File: config.mk
export PLATFORM = sky130hd
export DESIGN_NAME = cell_align_ctrl
export DESIGN_NICKNAME = d
export VERILOG_FILES = /design/src/rtl/cal_pkg.sv /design/src/rtl/cal_cell_lock.sv /design/src/rtl/cal_cmd_regs.sv /design/src/rtl/cal_rx_delay.sv /design/src/rtl/cell_align_ctrl.sv
export SDC_FILE = /design/constraint.sdc
export NUM_CORES = 1
export LEC_CHECK = 0
export CORE_ASPECT_RATIO = 0.75
export CORE_MARGIN = 2
export CORE_UTILIZATION = 43
export CTS_BUF_LIST = sky130_fd_sc_hd__clkbuf_2
export DETAILED_ROUTE_END_ITERATION = 7
export SLEW_MARGIN = 20
export SYNTH_ARGS = -nofsm -noshare
export SYNTH_HDL_FRONTEND = slang
export SYNTH_SLANG_ARGS = --single-unit
File: constraint.sdc
create_clock -name clk -period 5.92 [get_ports clk]
set_clock_uncertainty 0.15 [all_clocks]
set_input_delay 1.184 -clock clk [delete_from_list [all_inputs] [get_ports clk]]
set_output_delay 1.184 -clock clk [all_outputs]
set_load 0.03 [all_outputs]
File: src/rtl/cal_pkg.sv
package cal_pkg;

  typedef enum logic {
    CMD_TX_ADV = 1'b0,
    CMD_RX_DLY = 1'b1
  } cmd_sel_e;

  // Phase at which the advanced transmit strobe fires.
  function automatic int strobe_phase(input int adv, input int len);
    int m;
    m = adv % len;
    return (m == 0) ? 0 : (len - m);
  endfunction

endpackage

File: src/rtl/cal_cell_lock.sv
module cal_cell_lock #(
  parameter int CELL_LEN = 16,
  parameter int PH_W     = $clog2(CELL_LEN)
) (
  input  logic            clk,
  input  logic            rst_n,
  input  logic            enable,
  input  logic            mark,
  output logic [PH_W-1:0] phase,
  output logic            locked,
  output logic            boundary
);
  localparam logic [PH_W-1:0] LAST = PH_W'(CELL_LEN - 1);

  logic [1:0] run_cnt;
  logic       at_last;

  assign at_last  = (phase == LAST);
  assign boundary = enable && at_last;

  always_ff @(posedge clk) begin
    if (!rst_n || !enable) begin
      phase   <= '0;
      run_cnt <= '0;
      locked  <= 1'b0;
    end else if (mark) begin
      phase <= '0;
      if (at_last) begin
        if (run_cnt != 2'd3) run_cnt <= run_cnt + 2'd1;
        locked <= (run_cnt >= 2'd2);
      end else begin
        run_cnt <= 2'd1;
        locked  <= 1'b0;
      end
    end else if (at_last) begin
      phase   <= '0;
      run_cnt <= '0;
      locked  <= 1'b0;
    end else begin
      phase <= phase + 1'b1;
    end
  end

  assert_lock_after_mark_R2: assert property (@(posedge clk) disable iff (!rst_n)
    $rose(locked) |-> ($past(mark) && $past(enable)));

  assert_offperiod_clears_R3: assert property (@(posedge clk) disable iff (!rst_n)
    (enable && mark && !at_last) |=> !locked);

endmodule

File: src/rtl/cal_cmd_regs.sv
module cal_cmd_regs #(
  parameter int DLY_W = 5
) (
  input  logic             clk,
  input  logic             rst_n,
  input  logic             apply,
  input  logic             cmd_valid,
  input  logic             cmd_sel,
  input  logic [DLY_W-1:0] cmd_value,
  output logic [DLY_W-1:0] tx_adv,
  output logic [DLY_W-1:0] rx_dly
);
  import cal_pkg::*;

  logic [DLY_W-1:0] pend_tx, pend_rx, next_tx, next_rx;
  logic             wr_tx, wr_rx;

  assign wr_tx   = cmd_valid && (cmd_sel_e'(cmd_sel) == CMD_TX_ADV);
  assign wr_rx   = cmd_valid && (cmd_sel_e'(cmd_sel) == CMD_RX_DLY);
  assign next_tx = wr_tx ? cmd_value : pend_tx;
  assign next_rx = wr_rx ? cmd_value : pend_rx;

  always_ff @(posedge clk) begin
    if (!rst_n) begin
      pend_tx <= '0;
      pend_rx <= '0;
      tx_adv  <= '0;
      rx_dly  <= '0;
    end else begin
      pend_tx <= next_tx;
      pend_rx <= next_rx;
      if (apply) begin
        tx_adv <= next_tx;
        rx_dly <= next_rx;
      end
    end
  end

  assert_update_at_boundary_R9: assert property (@(posedge clk) disable iff (!rst_n)
    !apply |=> ($stable(tx_adv) && $stable(rx_dly)));

endmodule

File: src/rtl/cal_rx_delay.sv
module cal_rx_delay #(
  parameter int DATA_W = 16,
  parameter int DLY_W  = 5
) (
  input  logic              clk,
  input  logic              rst_n,
  input  logic [DLY_W-1:0]  sel,
  input  logic              in_valid,
  input  logic              in_soc,
  input  logic [DATA_W-1:0] in_data,
  output logic              out_valid,
  output logic              out_soc,
  output logic [DATA_W-1:0] out_data
);
  localparam int DEPTH = 1 << DLY_W;
  localparam int W     = DATA_W + 2;

  logic [W-1:0] stage [DEPTH];

  always_ff @(posedge clk) begin
    if (!rst_n) stage[0] <= '0;
    else        stage[0] <= {in_valid, in_soc, in_data};
  end

  for (genvar i = 1; i < DEPTH; i++) begin : g_tap
    always_ff @(posedge clk) begin
      if (!rst_n) stage[i] <= '0;
      else        stage[i] <= stage[i-1];
    end
  end

  assign {out_valid, out_soc, out_data} = stage[sel];

endmodule

File: src/rtl/cell_align_ctrl.sv
module cell_align_ctrl #(
  parameter int CELL_LEN = 16,
  parameter int DATA_W   = 16,
  parameter int DLY_W    = 5
) (
  input  logic              clk,
  input  logic              rst_n,
  input  logic              bypass_en,
  input  logic              cellsync_en,
  input  logic              single_link,
  input  logic              ext_cell_ref,
  input  logic              cmd_valid,
  input  logic              cmd_sel,
  input  logic [DLY_W-1:0]  cmd_value,
  input  logic              tx_in_valid,
  output logic              tx_in_ready,
  input  logic [DATA_W-1:0] tx_in_data,
  input  logic              tx_in_soc,
  output logic              tx_out_valid,
  input  logic              tx_out_ready,
  output logic [DATA_W-1:0] tx_out_data,
  output logic              tx_out_soc,
  input  logic              rx_in_valid,
  input  logic [DATA_W-1:0] rx_in_data,
  input  logic              rx_in_soc,
  output logic              rx_out_valid,
  output logic [DATA_W-1:0] rx_out_data,
  output logic              rx_out_soc,
  output logic              tx_cell_strobe,
  output logic              rec_cell_out,
  output logic              cell_locked
);
  import cal_pkg::*;

  localparam int PH_W = $clog2(CELL_LEN);

  logic             cell_mode, mark_src, boundary, tx_gate;
  logic [PH_W-1:0]  phase, tx_slot;
  logic [DLY_W-1:0] tx_adv, rx_dly, rx_sel;

  assign cell_mode = bypass_en && cellsync_en;
  assign mark_src  = single_link ? (rx_in_valid && rx_in_soc) : ext_cell_ref;

  cal_cell_lock #(.CELL_LEN(CELL_LEN), .PH_W(PH_W)) lock_i (
    .clk(clk), .rst_n(rst_n), .enable(cell_mode), .mark(mark_src),
    .phase(phase), .locked(cell_locked), .boundary(boundary)
  );

  cal_cmd_regs #(.DLY_W(DLY_W)) cmd_i (
    .clk(clk), .rst_n(rst_n), .apply(boundary || !cell_mode),
    .cmd_valid(cmd_valid), .cmd_sel(cmd_sel), .cmd_value(cmd_value),
    .tx_adv(tx_adv), .rx_dly(rx_dly)
  );

  // Receive: delay only in multi-link cell mode.
  assign rx_sel = (cell_mode && !single_link) ? rx_dly : '0;

  cal_rx_delay #(.DATA_W(DATA_W), .DLY_W(DLY_W)) rxd_i (
    .clk(clk), .rst_n(rst_n), .sel(rx_sel),
    .in_valid(rx_in_valid), .in_soc(rx_in_soc), .in_data(rx_in_data),
    .out_valid(rx_out_valid), .out_soc(rx_out_soc), .out_data(rx_out_data)
  );

  // Transmit strobe advanced ahead of the local boundary.
  always_comb tx_slot = PH_W'(strobe_phase(int'(tx_adv), CELL_LEN));

  assign tx_cell_strobe = cell_locked && (phase == tx_slot);
  assign rec_cell_out   = single_link && cell_locked && (phase == '0);

  // Start-of-cell words wait for the strobe; valid/ready pass otherwise.
  assign tx_gate      = !cell_mode || !tx_in_soc || tx_cell_strobe;
  assign tx_out_valid = tx_in_valid && tx_gate;
  assign tx_in_ready  = tx_out_ready && tx_gate;
  assign tx_out_data  = tx_in_data;
  assign tx_out_soc   = tx_in_soc;

  assert_soc_on_strobe_R6: assert property (@(posedge clk) disable iff (!rst_n)
    (cell_mode && tx_out_valid && tx_out_soc) |-> tx_cell_strobe);

  assert_rec_after_mark_R4: assert property (@(posedge clk) disable iff (!rst_n)
    rec_cell_out |-> $past(mark_src));

  assert_single_latency_R8: assert property (@(posedge clk) disable iff (!rst_n)
    (cell_mode && single_link) |=>
      (!(cell_mode && single_link) || (rx_out_valid == $past(rx_in_valid))));

  assert_no_lock_outside_R1: assert property (@(posedge clk) disable iff (!rst_n)
    !cell_mode |=> !cell_locked);

endmodule

=== Yosys cells after proc, flatten, opt, wreduce, memory -nomap -nowiden ===
Memory sizes are Yosys's and may differ from the RTL's.
Cells that the tools add are included.
W data, S select, Z words.

* Register bits after elaboration: 26
* RAM bits: 576
* Input bits: 50
* Word-level logic and storage cells: 119
* Memories kept: 1

* Add/subtract/negate cells: 3
* Magnitude comparators: 1
* Equality and inequality tests: 4
* Multiplexer cells: 46
* Bitwise logic cells: 33
* Reduce and logical (&&, ||, !) cells: 24

{| class="wikitable"
|+ Memory list
! name !! depth !! bits a word !! read ports !! clocked after memory_dff !! wr ports !! RTL line !! source
|-
| rxd_i.stage || 32 || 18 || 32 || 0 || 32 || cal_rx_delay.sv:18 || <nowiki>logic [W-1:0] stage [DEPTH];</nowiki>
|}

{| class="wikitable"
|+ Operators by type and width
! operator !! number
|-
| $mux W18 || 32
|-
| $logic_not A32 Y1 || 1
|-
| $or A1 B1 Y1 || 32
|-
| $mux W5 || 3
|-
| $logic_and A1 B1 Y1 || 11
|-
| $mux W2 || 4
|-
| $mux W1 || 6
|-
| $add A4 B1 Y4 const B || 1
|-
| $eq A4 B4 Y1 || 1
|-
| $eq A4 B4 Y1 const B || 1
|-
| $logic_not A1 Y1 || 4
|-
| $logic_not A4 Y1 || 1
|-
| $logic_or A1 B1 Y1 || 4
|-
| $mux W4 || 1
|-
| $sub A1 B4 Y4 const A || 1
|-
| $ne A3 B3 Y1 const B || 1
|-
| $reduce_or A3 Y1 || 1
|-
| $add A2 B1 Y2 const B || 1
|-
| $ge A2 B2 Y1 const B || 1
|-
| $ne A2 B2 Y1 const B || 1
|-
| $reduce_and A2 Y1 || 1
|-
| $reduce_bool A2 Y1 || 1
|-
| $not A1 Y1 || 1
|}

=== Longest topological paths before layout ===
* Word-level depth: 6
* Depth in mapped cells: 10
* Gate-level depth less buffers: 8

=== Hierarchy ===
Synthesis repeated with hierarchy kept, for this count alone.

* Cell total of the unflattened synthesis: 2016
* Area total of the unflattened synthesis: 21958.6 um^2

{| class="wikitable"
|+ By module, submodules not included
! module !! times used !! cells an instance !! area each (um^2) !! sequential area each (um^2)
|-
| cal_rx_delay || 1 || 1854 || 20518.4 || 11531.1
|-
| cal_cmd_regs || 1 || 67 || 709.4 || 400.4
|-
| cell_align_ctrl || 1 || 56 || 405.4 || 0.0
|-
| cal_cell_lock || 1 || 39 || 325.3 || 140.1
|}

=== Worst setup path after synthesis ===
Ideal clock, no wire load.

* Path type: input-to-output
* Start point: input bypass_en
* End point: output rx_out_soc
* Arrival: 2.930 ns
* Data required time: 4.586 ns
* Slack: 1.656 ns
* Stages on the path: 8
* Buffers on the path: 4
* Path through: buf_4 -> nand4b_1 -> buf_2 -> buf_2 -> buf_1 -> nand3_1 -> a21oi_1 -> a2bb2oi_1

* Cells in the longest elaborated chain, start to end: 4

{| class="wikitable"
|+ Ends and longest elaborated chain
! element !! RTL line !! source
|-
| start: declaration || cell_align_ctrl.sv:8 || <nowiki>input logic bypass_en,</nowiki>
|-
| $logic_and A1 B1 Y1 || cell_align_ctrl.sv:41 || <nowiki>assign cell_mode = bypass_en && cellsync_en;</nowiki>
|-
| $logic_and A1 B1 Y1 || cell_align_ctrl.sv:56 || <nowiki>assign rx_sel = (cell_mode && !single_link) ? rx_dly : '0;</nowiki>
|-
| $mux W5 || cell_align_ctrl.sv:56 ||
|-
| $mem_v2 Z32 W18 || -- ||
|-
| end: declaration || cell_align_ctrl.sv:28 || <nowiki>output logic rx_out_soc,</nowiki>
|}

No other way between the ends.

=== Worst setup path in the final report ===
* Start point: register cmd_i.rx_dly[2]
* End point: output rx_out_soc

* Cells in the longest elaborated chain, start to end: 2

{| class="wikitable"
|+ Ends and longest elaborated chain
! element !! RTL line !! source
|-
| start: declaration || cal_cmd_regs.sv:11 || <nowiki>output logic [DLY_W-1:0] rx_dly</nowiki>
|-
| start signal: assignment || cal_cmd_regs.sv:34 || <nowiki>rx_dly <= next_rx;</nowiki>
|-
| $mux W5 || cell_align_ctrl.sv:56 ||
|-
| $mem_v2 Z32 W18 || -- ||
|}

No other way between the ends.

==> summary.md <==
The analysis attributes to cell leakage a power of 9.70 nW. The run gives 4370 ps as the critical path arrival. In the layout the commonest cells are sky130_fd_sc_hd__dfxtp_1, sky130_fd_sc_hd__and2_1, sky130_fd_sc_hd__clkbuf_2. For the overflow left after global routing, the log shows 0. In the final routed layout, each cell accounts on average for 19.3 µm.

After synthesis, the largest family of logic cells by area is simple AND/OR/NAND/NOR gates. The die is 267 µm wide. The sequential-to-total area share from yosys stat is 0.539, and the share of the synthesized area in compound gates (AO/OA/AOI/OAI) is 0.142.

The path class of the tightest hold or removal check is reg2reg. For the worst setup path, the data required time is 4590 ps. For the final weighted congestion in routability-driven placement, the log shows 0.818. In this run the standard cell core region covers 0.0514 mm². The TritonCTS buffer count is 149, and the first-pass detailed-route iteration total is 5.

In the final layout, the multi-input gates occupy 0.00929 mm². VDD sags by at most 0.177 mV. The finished layout cell area is 0.0247 mm². The portion of netlist area occupied by mux cells is 0.0402. The internal power summed over all cells came out at 5.25 mW. The tools report the final number of setup-violating endpoints as 0. The post-synthesis adder-cell area fraction works out to 0.00280.

The clock passes through at most 3 buffers. The tools report the critical path launch point type as a register. Xor/xnor cell area share of the yosys netlist: 0.00275.

The final hold violation count is 0, and the mean cell area of the mapped netlist is 9.83 µm². The total number of vias was 16574. The fraction of power consumed by sequential logic came out at 0.573. On the final layout, the worst hold slack is 209 ps. Initial core utilization: 0.434. For the initial detailed-routing violation count, the log shows 1300.

For the number of global-route vias before repair, the log shows 16311. Compared with the post-synthesis result, the final layout area differs by 10.8%. Vias per cell: 5.33.

The clock reaches the later pin of the worst-skew pair after 1130 ps. Summing all placed instances gives a cell area of 0.0235 mm². The maximum operating frequency is 0.175 GHz, and the yosys synthesis warning count is 0. The fraction of final layout cells sized beyond drive strength 1 is 0.136.

The logs give 2 for the initial antenna violation count and 57 for the number of distinct library cell variants in the gate-level netlist after synthesis. The first global-routing pass estimated 93.4 mm of wire. Post-layout minimum cycle time: 5710 ps. The tools report the portion of total power attributed to the clock network as 0.361. After the last flow step, the layout net total stands at 2384. After clock tree synthesis, the clock-pin slew on the worst setup and hold paths is 100 ps. The share of synthesized registers carrying an async set or reset is 0. In the synthesized netlist, the number of instances is 2269. Once the clock tree was built, the resizer swapped 0 gates to a different size. The floorplan step defined a die boundary enclosing 0.0537 mm².

The die is 201 µm tall. After legalization and detailed placement, the total HPWL measured 36.0 mm. Across the whole layout, storage elements account for 0.0120 mm². Global-route total usage across every layer: 0.225. Setup repair after global routing left no endpoint under its margin. The relative slew slack was 0.238; the net switching power of the design was 1.92 mW.

Summed over all failing endpoints, the final setup total negative slack is 0 ps. The count of buffers added on input and output ports is 57. Yosys mapped a number of flops with a built-in enable equal to 0. Switching share of total power: 0.267. For this design, the CTS-stage hold fixing added 0 buffers. In the routed design, unresolved DRC markers number 0.

The share of the core filled with cells in the final layout is 0.480, and the maximum fanout count along the critical path is 52. The maximum level of the CTS H-tree came out at 4. TritonCTS built the clock tree. Leaving out fill and tap cells, the most frequent cell in the layout is sky130_fd_sc_hd__dfxtp_1.

The tree built by TritonCTS fans out to 601 sinks. The number of max-slew violations in the final report is 0. The share of total power in combinational logic is 0.066. The tools report the kind of end point of the critical path as an output pin.

Counting the fill cells in the layout gives 4877. The run gives 0 as the buffer count from post-CTS setup fixing. The transition time at the pin with the least slew margin was 1140 ps. The flow ran to the end, and the final reports show no timing, DRC or antenna violations. Wires add up to 60.0 mm. In this run the clock root is driven by a sky130_fd_sc_hd__clkbuf_2. The tools report the total of max-cap violations as 0. In this run the cell area of the synthesized design comes to 0.0223 mm². For this run, the leading register cell type out of synthesis is sky130_fd_sc_hd__dfxtp_1. Kind of critical path: reg2out. Final clock period utilization by the worst path: 0.964.

The run gives 2324 as the total nets after synthesis. The detail route stage leaves a number of antenna-violating nets equal to 0. The area share of and/or/nand/nor cells after synthesis is 0.228. The synthesized design contains 601 register bits.

Power spread over the standard cell area amounts to 290 mW/mm². For this design the top-level I/O count stands at 90. The run gives 227 as the largest net degree at the start of global routing.

For the standard-cell row count, the log shows 72.
==> power groups by stage <==
stage	Clock [mW]	Combinational, mW	Sequential (mW)
after global routing	2.88	0.510	4.11
after CTS	2.67	0.475	4.10
after global placement	0	0.473	4.19
after detailed placement	0	0.473	4.19
final	2.59	0.476	4.10
after floorplan	0	0.311	4.17
==> path summary, 6_finish.rpt <==
check	depth (start not counted)	startpoint	slack, ps	end
worst max register to register	4	lock_i.phase[0]	3920	cmd_i.tx_adv[1]
worst min-delay path	1	rxd_i.stage[27][6]	210	rxd_i.stage[28][6]
worst min register to register	1	rxd_i.stage[27][6]	210	rxd_i.stage[28][6]
worst max-delay path	7	cmd_i.rx_dly[2]	210	rx_out_soc
==> state kept, by name, indices dropped and copies added, names as in the netlist <==
signal,count
lock_i.locked,1
lock_i.run_cnt,2
cmd_i.pend_tx,4
lock_i.phase,4
cmd_i.pend_rx,5
cmd_i.tx_adv,4
cmd_i.rx_dly,5
rxd_i.stage,576
==> routing by layer <==
metal	part of all wire	GRT usage	up-vias
li1	-	-	7929
met2	0.43	0.331	500
met4	0.019	0.0728	0
met3	0.066	0.0612	93
met1	0.49	0.319	8052
met5	0	0	-
==> worst max-delay path: stages, from the launching register on <==
cell and delay [ps]:
sky130_fd_sc_hd__dfxtp_4 800, sky130_fd_sc_hd__nand2b_2 1010, sky130_fd_sc_hd__nor2_1 80, sky130_fd_sc_hd__a21oi_1 300
sky130_fd_sc_hd__o2111ai_1 170, sky130_fd_sc_hd__a21oi_1 170, sky130_fd_sc_hd__a2bb2oi_1 520, sky130_fd_sc_hd__buf_12 200
==> cells by family (layout without fill, tap and decap cells) <==
logic type | Yosys count | after routing
AOI/OAI and AO/OA | 450 | 450
xor gates and xnor gates | 7 | 7
adders and majority gates | 5 | 5
buffers and inverters | 212 | 350
DFF | 601 | 601
muxes | 86 | 86
other | 0 | 2
and+or+nand+nor | 908 | 908
==> synth_stat cells (16+ instances only) <==
cell	number	area share
sky130_fd_sc_hd__a211oi_1	21	0.0071
sky130_fd_sc_hd__a21oi_1	92	0.021
sky130_fd_sc_hd__a221o_1	33	0.015
sky130_fd_sc_hd__a22oi_1	19	0.0064
sky130_fd_sc_hd__a2bb2oi_1	18	0.0071
sky130_fd_sc_hd__a32oi_1	16	0.0063
sky130_fd_sc_hd__and2_1	577	0.16
sky130_fd_sc_hd__and3_1	17	0.0048
sky130_fd_sc_hd__buf_2	50	0.011
sky130_fd_sc_hd__buf_4	31	0.010
sky130_fd_sc_hd__clkbuf_1	107	0.018
sky130_fd_sc_hd__dfxtp_1	601	0.54
sky130_fd_sc_hd__mux2_2	19	0.0096
sky130_fd_sc_hd__mux2i_1	66	0.030
sky130_fd_sc_hd__nand2_1	185	0.031
sky130_fd_sc_hd__nand3_1	44	0.0099
sky130_fd_sc_hd__nor2_1	32	0.0054
sky130_fd_sc_hd__nor3_1	21	0.0047
sky130_fd_sc_hd__o211ai_1	34	0.011
sky130_fd_sc_hd__o21ai_0	83	0.019
sky130_fd_sc_hd__o221ai_1	50	0.020
sky130_fd_sc_hd__o22ai_1	34	0.0095
==> cell type report <==
class	count	share of cell area
repair buffers	111	0.0515
well taps	703	0.0356
clock inverters	23	0.00623
flip-flops and latches	601	0.487
diodes	2	0.000203
clock buffers	206	0.0417
multi-input cells	1456	0.376
inverters	10	0.00152
==> metrics by stage <==
| step | power, mW | setup slack, ps | instances |
|---|---|---|---|
| 4_1_cts | 7.25 | 118 | 3110 |
| 2_1_floorplan | 4.48 | 1660 | 2269 |
| 6_report | 7.16 | 214 | 3112 |
| 3_5_place_dp | 4.67 | 401 | 2881 |
| 5_1_grt | 7.50 | 4.33 | 3112 |
| 3_3_place_gp | 4.67 | 469 | 2881 |
No activity file was read; power rests on OpenSTA's default activity.
